### config.mk
export PLATFORM = sky130hd
export DESIGN_NAME = aperture_xlate
export DESIGN_NICKNAME = d
export VERILOG_FILES = /design/src/rtl/aperture_pkg.sv /design/src/rtl/aperture_cfg.sv /design/src/rtl/aperture_walk.sv /design/src/rtl/aperture_xlate.sv
export SDC_FILE = /design/constraint.sdc
export NUM_CORES = 1
export LEC_CHECK = 0
export ABC_AREA = 1
export BUFFER_PORTS_ARGS = -buffer_cell sky130_fd_sc_hd__buf_2
export CAP_MARGIN = 0
export CORE_MARGIN = 3
export CORE_UTILIZATION = 56
export CTS_CLUSTER_DIAMETER = 60
export DETAILED_ROUTE_END_ITERATION = 16
export GPL_TIMING_DRIVEN = 0
export PLACE_DENSITY = 0.95
export SLEW_MARGIN = 10
export SYNTH_ARGS = -nofsm -noshare
export SYNTH_HDL_FRONTEND = slang
export SYNTH_SLANG_ARGS = --single-unit
### constraint.sdc
create_clock -name clk -period 7.9 [get_ports clk]
set_input_delay 0 -clock clk [delete_from_list [all_inputs] [get_ports clk]]
set_output_delay 0 -clock clk [all_outputs]
set_load 0.01 [all_outputs]
### src/rtl/aperture_pkg.sv
package aperture_pkg;

   // configuration selector codes
   localparam logic [2:0] SEL_MASK  = 3'd0;
   localparam logic [2:0] SEL_BASE0 = 3'd1;
   localparam logic [2:0] SEL_CTRL  = 3'd4;

   typedef enum logic [1:0] {
      WK_IDLE = 2'd0,
      WK_REQ  = 2'd1,
      WK_WAIT = 2'd2
   } walk_state_e;

endpackage

### src/rtl/aperture_cfg.sv
module aperture_cfg
   import aperture_pkg::*;
#(
   parameter int ADDR_W   = 32,
   parameter int MASK_W   = 6,
   parameter int MAX_LOG2 = 28,
   parameter int PAGE_W   = 12
) (
   input  logic              clk,
   input  logic              rst_n,
   input  logic              cfg_we_i,
   input  logic [2:0]        cfg_sel_i,
   input  logic [7:0]        cfg_wdata_i,
   output logic              en_o,
   output logic [ADDR_W-1:0] size_o,
   output logic              err_o,
   output logic [ADDR_W-1:0] tbl_base_o
);
   localparam int NBYTES   = (ADDR_W - 8) / 8;
   localparam int LOW_KEEP = PAGE_W - 8;
   localparam logic [7:0] LOW_MASK = 8'hFF << LOW_KEEP;

   if (ADDR_W % 8 != 0 || ADDR_W < 16) begin : g_bad_addr
      $error("aperture_cfg: ADDR_W must be a multiple of 8 and at least 16");
   end
   if (PAGE_W < 8 || PAGE_W > 15) begin : g_bad_page
      $error("aperture_cfg: PAGE_W must lie in 8..15");
   end
   if (MAX_LOG2 >= ADDR_W || MAX_LOG2 - MASK_W < PAGE_W) begin : g_bad_size
      $error("aperture_cfg: size range does not fit the address and page width");
   end

   logic [MASK_W-1:0] mask_q;
   logic              en_q;
   logic [7:0]        base_q [NBYTES];

   always_ff @(posedge clk) begin
      if (!rst_n) begin
         mask_q <= '0;
         en_q   <= 1'b0;
      end else if (cfg_we_i) begin
         if (cfg_sel_i == SEL_MASK) mask_q <= cfg_wdata_i[MASK_W-1:0];
         if (cfg_sel_i == SEL_CTRL) en_q   <= cfg_wdata_i[0];
      end
   end

   // one register per table-base byte, loaded only on a changed value
   for (genvar j = 0; j < NBYTES; j++) begin : g_base
      localparam logic [7:0] KEEP = (j == 0) ? LOW_MASK : 8'hFF;
      logic [7:0] nxt;
      assign nxt = cfg_wdata_i & KEEP;
      always_ff @(posedge clk) begin
         if (!rst_n) begin
            base_q[j] <= '0;
         end else if (cfg_we_i && cfg_sel_i == SEL_BASE0 + 3'(j) && nxt != base_q[j]) begin
            base_q[j] <= nxt;
         end
      end
      assign tbl_base_o[8*j+15:8*j+8] = base_q[j];
   end
   assign tbl_base_o[7:0] = '0;

   // thermometer mask decode: k ones from the top select 2^(MAX_LOG2-k)
   logic [MASK_W:0] hit;
   for (genvar k = 0; k <= MASK_W; k++) begin : g_dec
      localparam logic [MASK_W-1:0] PAT = MASK_W'(((1 << k) - 1) << (MASK_W - k));
      assign hit[k] = (mask_q == PAT);
   end

   always_comb begin
      size_o = '0;
      for (int k = 0; k <= MASK_W; k++) begin
         if (hit[k]) size_o = ADDR_W'(1) << (MAX_LOG2 - k);
      end
   end

   assign err_o = ~|hit;
   assign en_o  = en_q;

endmodule

### src/rtl/aperture_walk.sv
module aperture_walk
   import aperture_pkg::*;
#(
   parameter int ADDR_W     = 32,
   parameter int PAGE_W     = 12,
   parameter int ENTRY_LOG2 = 2
) (
   input  logic              clk,
   input  logic              rst_n,
   input  logic [ADDR_W-1:0] ap_base_i,
   input  logic              en_i,
   input  logic [ADDR_W-1:0] size_i,
   input  logic              err_i,
   input  logic [ADDR_W-1:0] tbl_base_i,
   input  logic              acc_valid_i,
   input  logic [ADDR_W-1:0] acc_addr_i,
   output logic              acc_ready_o,
   output logic              mem_req_valid_o,
   output logic [ADDR_W-1:0] mem_req_addr_o,
   input  logic              mem_req_ready_i,
   input  logic              mem_rsp_valid_i,
   input  logic [ADDR_W-1:0] mem_rsp_data_i,
   output logic              res_valid_o,
   output logic [ADDR_W-1:0] res_addr_o,
   output logic              res_xlated_o,
   output logic              busy_o
);
   localparam logic [ADDR_W-1:0] POFF_MASK = (ADDR_W'(1) << PAGE_W) - 1'b1;

   walk_state_e       st_q;
   logic [ADDR_W:0]   diff;
   logic              in_win;
   logic              accept;
   logic [ADDR_W-1:0] entry_addr;
   logic [ADDR_W-1:0] req_addr_q;
   logic [ADDR_W-1:0] poff_q;
   logic              res_valid_q;
   logic              res_xl_q;
   logic [ADDR_W-1:0] res_addr_q;

   assign diff       = {1'b0, acc_addr_i} - {1'b0, ap_base_i};
   assign in_win     = en_i && !err_i && !diff[ADDR_W] && (diff[ADDR_W-1:0] < size_i);
   assign accept     = acc_valid_i && (st_q == WK_IDLE);
   assign entry_addr = tbl_base_i + ((diff[ADDR_W-1:0] >> PAGE_W) << ENTRY_LOG2);

   always_ff @(posedge clk) begin
      if (!rst_n) begin
         st_q        <= WK_IDLE;
         req_addr_q  <= '0;
         poff_q      <= '0;
         res_valid_q <= 1'b0;
         res_xl_q    <= 1'b0;
         res_addr_q  <= '0;
      end else begin
         res_valid_q <= 1'b0;
         unique case (st_q)
            WK_IDLE: begin
               if (accept) begin
                  if (in_win) begin
                     st_q       <= WK_REQ;
                     req_addr_q <= entry_addr;
                     poff_q     <= diff[ADDR_W-1:0] & POFF_MASK;
                  end else begin
                     res_valid_q <= 1'b1;
                     res_xl_q    <= 1'b0;
                     res_addr_q  <= '0;
                  end
               end
            end
            WK_REQ: begin
               if (mem_req_ready_i) st_q <= WK_WAIT;
            end
            WK_WAIT: begin
               if (mem_rsp_valid_i) begin
                  st_q        <= WK_IDLE;
                  res_valid_q <= 1'b1;
                  res_xl_q    <= 1'b1;
                  res_addr_q  <= (mem_rsp_data_i & ~POFF_MASK) | poff_q;
               end
            end
            default: st_q <= WK_IDLE;
         endcase
      end
   end

   assign acc_ready_o     = (st_q == WK_IDLE);
   assign busy_o          = (st_q != WK_IDLE);
   assign mem_req_valid_o = (st_q == WK_REQ);
   assign mem_req_addr_o  = req_addr_q;
   assign res_valid_o     = res_valid_q;
   assign res_xlated_o    = res_xl_q;
   assign res_addr_o      = res_addr_q;

endmodule

### src/rtl/aperture_xlate.sv
module aperture_xlate #(
   parameter int ADDR_W     = 32,
   parameter int MASK_W     = 6,
   parameter int MAX_LOG2   = 28,
   parameter int PAGE_W     = 12,
   parameter int ENTRY_LOG2 = 2
) (
   input  logic              clk,
   input  logic              rst_n,
   input  logic [ADDR_W-1:0] ap_base_i,
   input  logic              cfg_we_i,
   input  logic [2:0]        cfg_sel_i,
   input  logic [7:0]        cfg_wdata_i,
   input  logic              acc_valid_i,
   input  logic [ADDR_W-1:0] acc_addr_i,
   output logic              acc_ready_o,
   output logic              mem_req_valid_o,
   output logic [ADDR_W-1:0] mem_req_addr_o,
   input  logic              mem_req_ready_i,
   input  logic              mem_rsp_valid_i,
   input  logic [ADDR_W-1:0] mem_rsp_data_i,
   output logic              res_valid_o,
   output logic [ADDR_W-1:0] res_addr_o,
   output logic              res_xlated_o,
   output logic              busy_o,
   output logic [ADDR_W-1:0] ap_size_o,
   output logic              size_err_o,
   output logic [ADDR_W-1:0] tbl_base_o
);
   if (ENTRY_LOG2 < 0 || ENTRY_LOG2 >= PAGE_W) begin : g_bad_entry
      $error("aperture_xlate: ENTRY_LOG2 out of range");
   end

   logic en;

   aperture_cfg #(
      .ADDR_W(ADDR_W), .MASK_W(MASK_W), .MAX_LOG2(MAX_LOG2), .PAGE_W(PAGE_W)
   ) cfg_i (
      .clk         (clk),
      .rst_n       (rst_n),
      .cfg_we_i    (cfg_we_i),
      .cfg_sel_i   (cfg_sel_i),
      .cfg_wdata_i (cfg_wdata_i),
      .en_o        (en),
      .size_o      (ap_size_o),
      .err_o       (size_err_o),
      .tbl_base_o  (tbl_base_o)
   );

   aperture_walk #(
      .ADDR_W(ADDR_W), .PAGE_W(PAGE_W), .ENTRY_LOG2(ENTRY_LOG2)
   ) walk_i (
      .clk             (clk),
      .rst_n           (rst_n),
      .ap_base_i       (ap_base_i),
      .en_i            (en),
      .size_i          (ap_size_o),
      .err_i           (size_err_o),
      .tbl_base_i      (tbl_base_o),
      .acc_valid_i     (acc_valid_i),
      .acc_addr_i      (acc_addr_i),
      .acc_ready_o     (acc_ready_o),
      .mem_req_valid_o (mem_req_valid_o),
      .mem_req_addr_o  (mem_req_addr_o),
      .mem_req_ready_i (mem_req_ready_i),
      .mem_rsp_valid_i (mem_rsp_valid_i),
      .mem_rsp_data_i  (mem_rsp_data_i),
      .res_valid_o     (res_valid_o),
      .res_addr_o      (res_addr_o),
      .res_xlated_o    (res_xlated_o),
      .busy_o          (busy_o)
   );

endmodule

==> flow_summary.ini <==
[synth]
syn_area_sq_um = 7786
synth_edf_count = 20
ys_seq_area_share_pct = 29.57
synth-main-ff-cell = dfxtp_1
avgSynthCellArea_sq_um = 6.604
synth_cell_type_count = 40
yosys_warnings = 0
synth_seq_cells = 105
ys_async_sr_fraction_pct = 0
synth_cells = 1179

[placement]
hpwlAfterDp_mm = 17.24
dpl_worst_slack_ns = 3.465
numPortBuffers = 194
gp_congestion = 0.9109

[clock_tree]
clock-sinks = 105
cts.clk_slew.worst_paths_ns = 0.08
htree_levels = 3
clk_latency_ns = 0.35
cts_tree = yes
clk_path_buf_depth = 2
numCtsBuffers = 9
cts_root_buf = clkbuf_16
cts_repair_resize_count = 0

[global_routing]
grt_pass1_wl_mm = 34.87
track_usage_pct = 28.05
antenna_found_initial = 0
gr-total-overflow = 0
grt_max_degree = 20
first_global_vias = 7727

[sta]
fin_crit_sh_pct = 52.59
fin_hold_ws_ns = 0.009217
max_freq_ghz = 0.2407
worstMarginPinSlew_ns = 0.6627
fin_skew_ns = 0.01056
rsz0062_at_grt = no
fin_crit_ns = 4.154
fin_ws_ns = 3.746
finalHoldViolations = 0
finalSetupViolations = 0
tns_ns = 0
finalMaxSlewViolations = 0
slew_headroom_pct = 55.35

[finish]
drive_above_1_share_pct = 19.85
nFillCells = 1132
nets = 1604
diodes = 0
areaGrowthSynthToFinish_pct = 23.30

[routing]
viasPerCell = 5.185
ant_nets = 0
wire_per_inst_microns = 13.65
drt_iter0_drc = 637
first_pass_iters = 5
drc = 0
wl_mm = 22.14
dr_total_vias = 8410

[worst_setup_path]
cp_common_cell = nand2_1
cp-end-kind = flip-flop
crit_required_ns = 8.15
crit_slowest_cell = fa_1
crit_arrival_ns = 4.41
crit_path_max_incr_delay_ns = 0.41
critPathKind = input port to flip-flop
crit_buf_inv = 4
cpLargestDelayFamily = simple AND/OR/NAND/NOR gates
crit_path_start_kind = input port
worstPathMaxFanout = 5

[pwr]
p_seq_share_pct = 37.0
p_int_mw = 1.029
leakagePower_nw = 5.068
clock_power_share_pct = 27.1
swShare_pct = 37.09
power_mw = 1.635
worst_ir_drop_vdd_v = 0.0001080
pwr-share-comb_pct = 35.9
powerDensity_nw_per_um2 = 170.3
switchingPower_mw = 0.6065

[job]
drv_cap = 0

[floorplan]
pin_count = 247
die_h_microns = 123.9
coreArea_sq_um = 13400
die_w_microns = 123.9
fp-row-count = 42
die_area_sq_um = 15350
initial_utilization_pct = 58.10

[min_path]
hold_class = input port to flip-flop

[run_status]
status = completed
repair_timing:
item,CTS,global route
hold buffers,19,0
setup buffers,0,0
hold endpoints to repair,19,0
setup endpoints to repair,0,0
final cells by class:
class | count | area, sq um | area share, %
multi-input cells | 879 | 4572 | 47.62
flip-flops and latches | 105 | 2302 | 23.98
repair buffers | 213 | 1161 | 12.09
inverters | 151 | 566.8 | 5.904
plain buffers | 82 | 488.0 | 5.083
clock buffers | 10 | 229.0 | 2.385
well taps | 176 | 220.2 | 2.294
clock inverters | 6 | 61.31 | 0.6386
flip-flops by register name, indices dropped and copies added (netlist names):
| signal | cells |
|---|---|
| walk_i.res_valid_o | 1 |
| cfg_i.en_o | 1 |
| walk_i.res_addr_o | 32 |
| walk_i.res_xlated_o | 1 |
| walk_i.mem_req_addr_o | 30 |
| walk_i.poff_q | 12 |
| cfg_i.mask_q | 6 |
| cfg_i.base_q | 20 |
| walk_i.st_q | 2 |
per-stage QoR:
stage	instance area (sq um)	instances	utilization, %
3_5_place_dp	9120	1587	68.06
5_1_grt	9600	1622	71.64
2_1_floorplan	7929	1217	-
6_report	9600	1622	71.64
3_3_place_gp	9120	1587	68.06
4_1_cts	9600	1622	71.64
power groups by stage:
stage | clock (mW) | sequential, mW | combinational, mW
after detailed placement | 0 | 0.616 | 0.566
after CTS | 0.446 | 0.604 | 0.578
after global placement | 0 | 0.615 | 0.552
after floorplan | 0 | 0.628 | 0.392
after global routing | 0.467 | 0.609 | 0.656
final | 0.442 | 0.606 | 0.587
cell usage in the layout, fill, tap and decap left out, drive strengths merged:
| cell type | count |
|---|---|
| dfxtp | 85 |
| a31o | 1 |
| fa | 2 |
| nand3b | 1 |
| o211ai | 2 |
| nand2 | 284 |
| nor3 | 7 |
| dlygate4sd3 | 19 |
| xor2 | 24 |
| nor2 | 190 |
| clkbuf | 37 |
| clkinv | 4 |
| buf | 249 |
| and2 | 1 |
| a211oi | 2 |
| nor4 | 1 |
| nand3 | 59 |
| or2 | 3 |
| xnor2 | 40 |
| a21oi | 86 |
| edfxtp | 20 |
| inv | 153 |
| o21ai | 17 |
| a31oi | 7 |
| ha | 48 |
| a21boi | 2 |
| o21bai | 3 |
| conb | 39 |
| o22ai | 1 |
| nand4 | 53 |
| and3 | 4 |
| a21o | 2 |
synthesized netlist by cell type (all sizes together) (17+ instances only):
cell      n  area share, %
nand2   284             14
nor2    190            9.4
inv     150            7.2
a21oi    86            5.5
dfxtp    85             22
nand3    59            3.8
buf      55            5.0
nand4    53            4.5
ha       48            7.7
xnor2    40            4.5
clkbuf   27            1.3
xor2     24            2.7
edfxtp   20            7.7
o21ai    17            1.1
worst min-delay path, delay by kind of cell:
kind / cells / cell delay [ns]
simple gates: 4 / 0.26
buf+inv: 1 / 0.07
cell families after synthesis:
kind of cell	count (synthesis)	synth area share, %
AOI/OAI and AO/OA	123	8.436
xor gates and xnor gates	64	7.199
adders and majority gates	50	8.228
buffers and inverters	233	13.55
DFF	105	29.57
other	1	0.04816
and+or+nand+nor	603	32.97
path summary, 6_finish.rpt:
kind	from	end	slack [ns]	cells after the start
setup / recovery	acc_addr_i[0]	walk_i.mem_req_addr_o[29]	3.75	27
hold / removal	mem_rsp_data_i[28]	walk_i.res_addr_o[28]	0.009	5
setup reg to reg	cfg_i.mask_q[0]	walk_i.res_addr_o[5]	4.98	17
hold reg to reg	walk_i.mem_req_addr_o[13]	walk_i.mem_req_addr_o[13]	0.46	2
routing by layer:
layer	routed length (microns)	global-route usage (%)	up-vias
li1	-	-	4216
met4	564	7.871	0
met1	8902	33.88	3769
met2	10910	51.13	376
met3	1763	4.768	49
met5	0	0	-
Power figures use the tool's default switching activity.
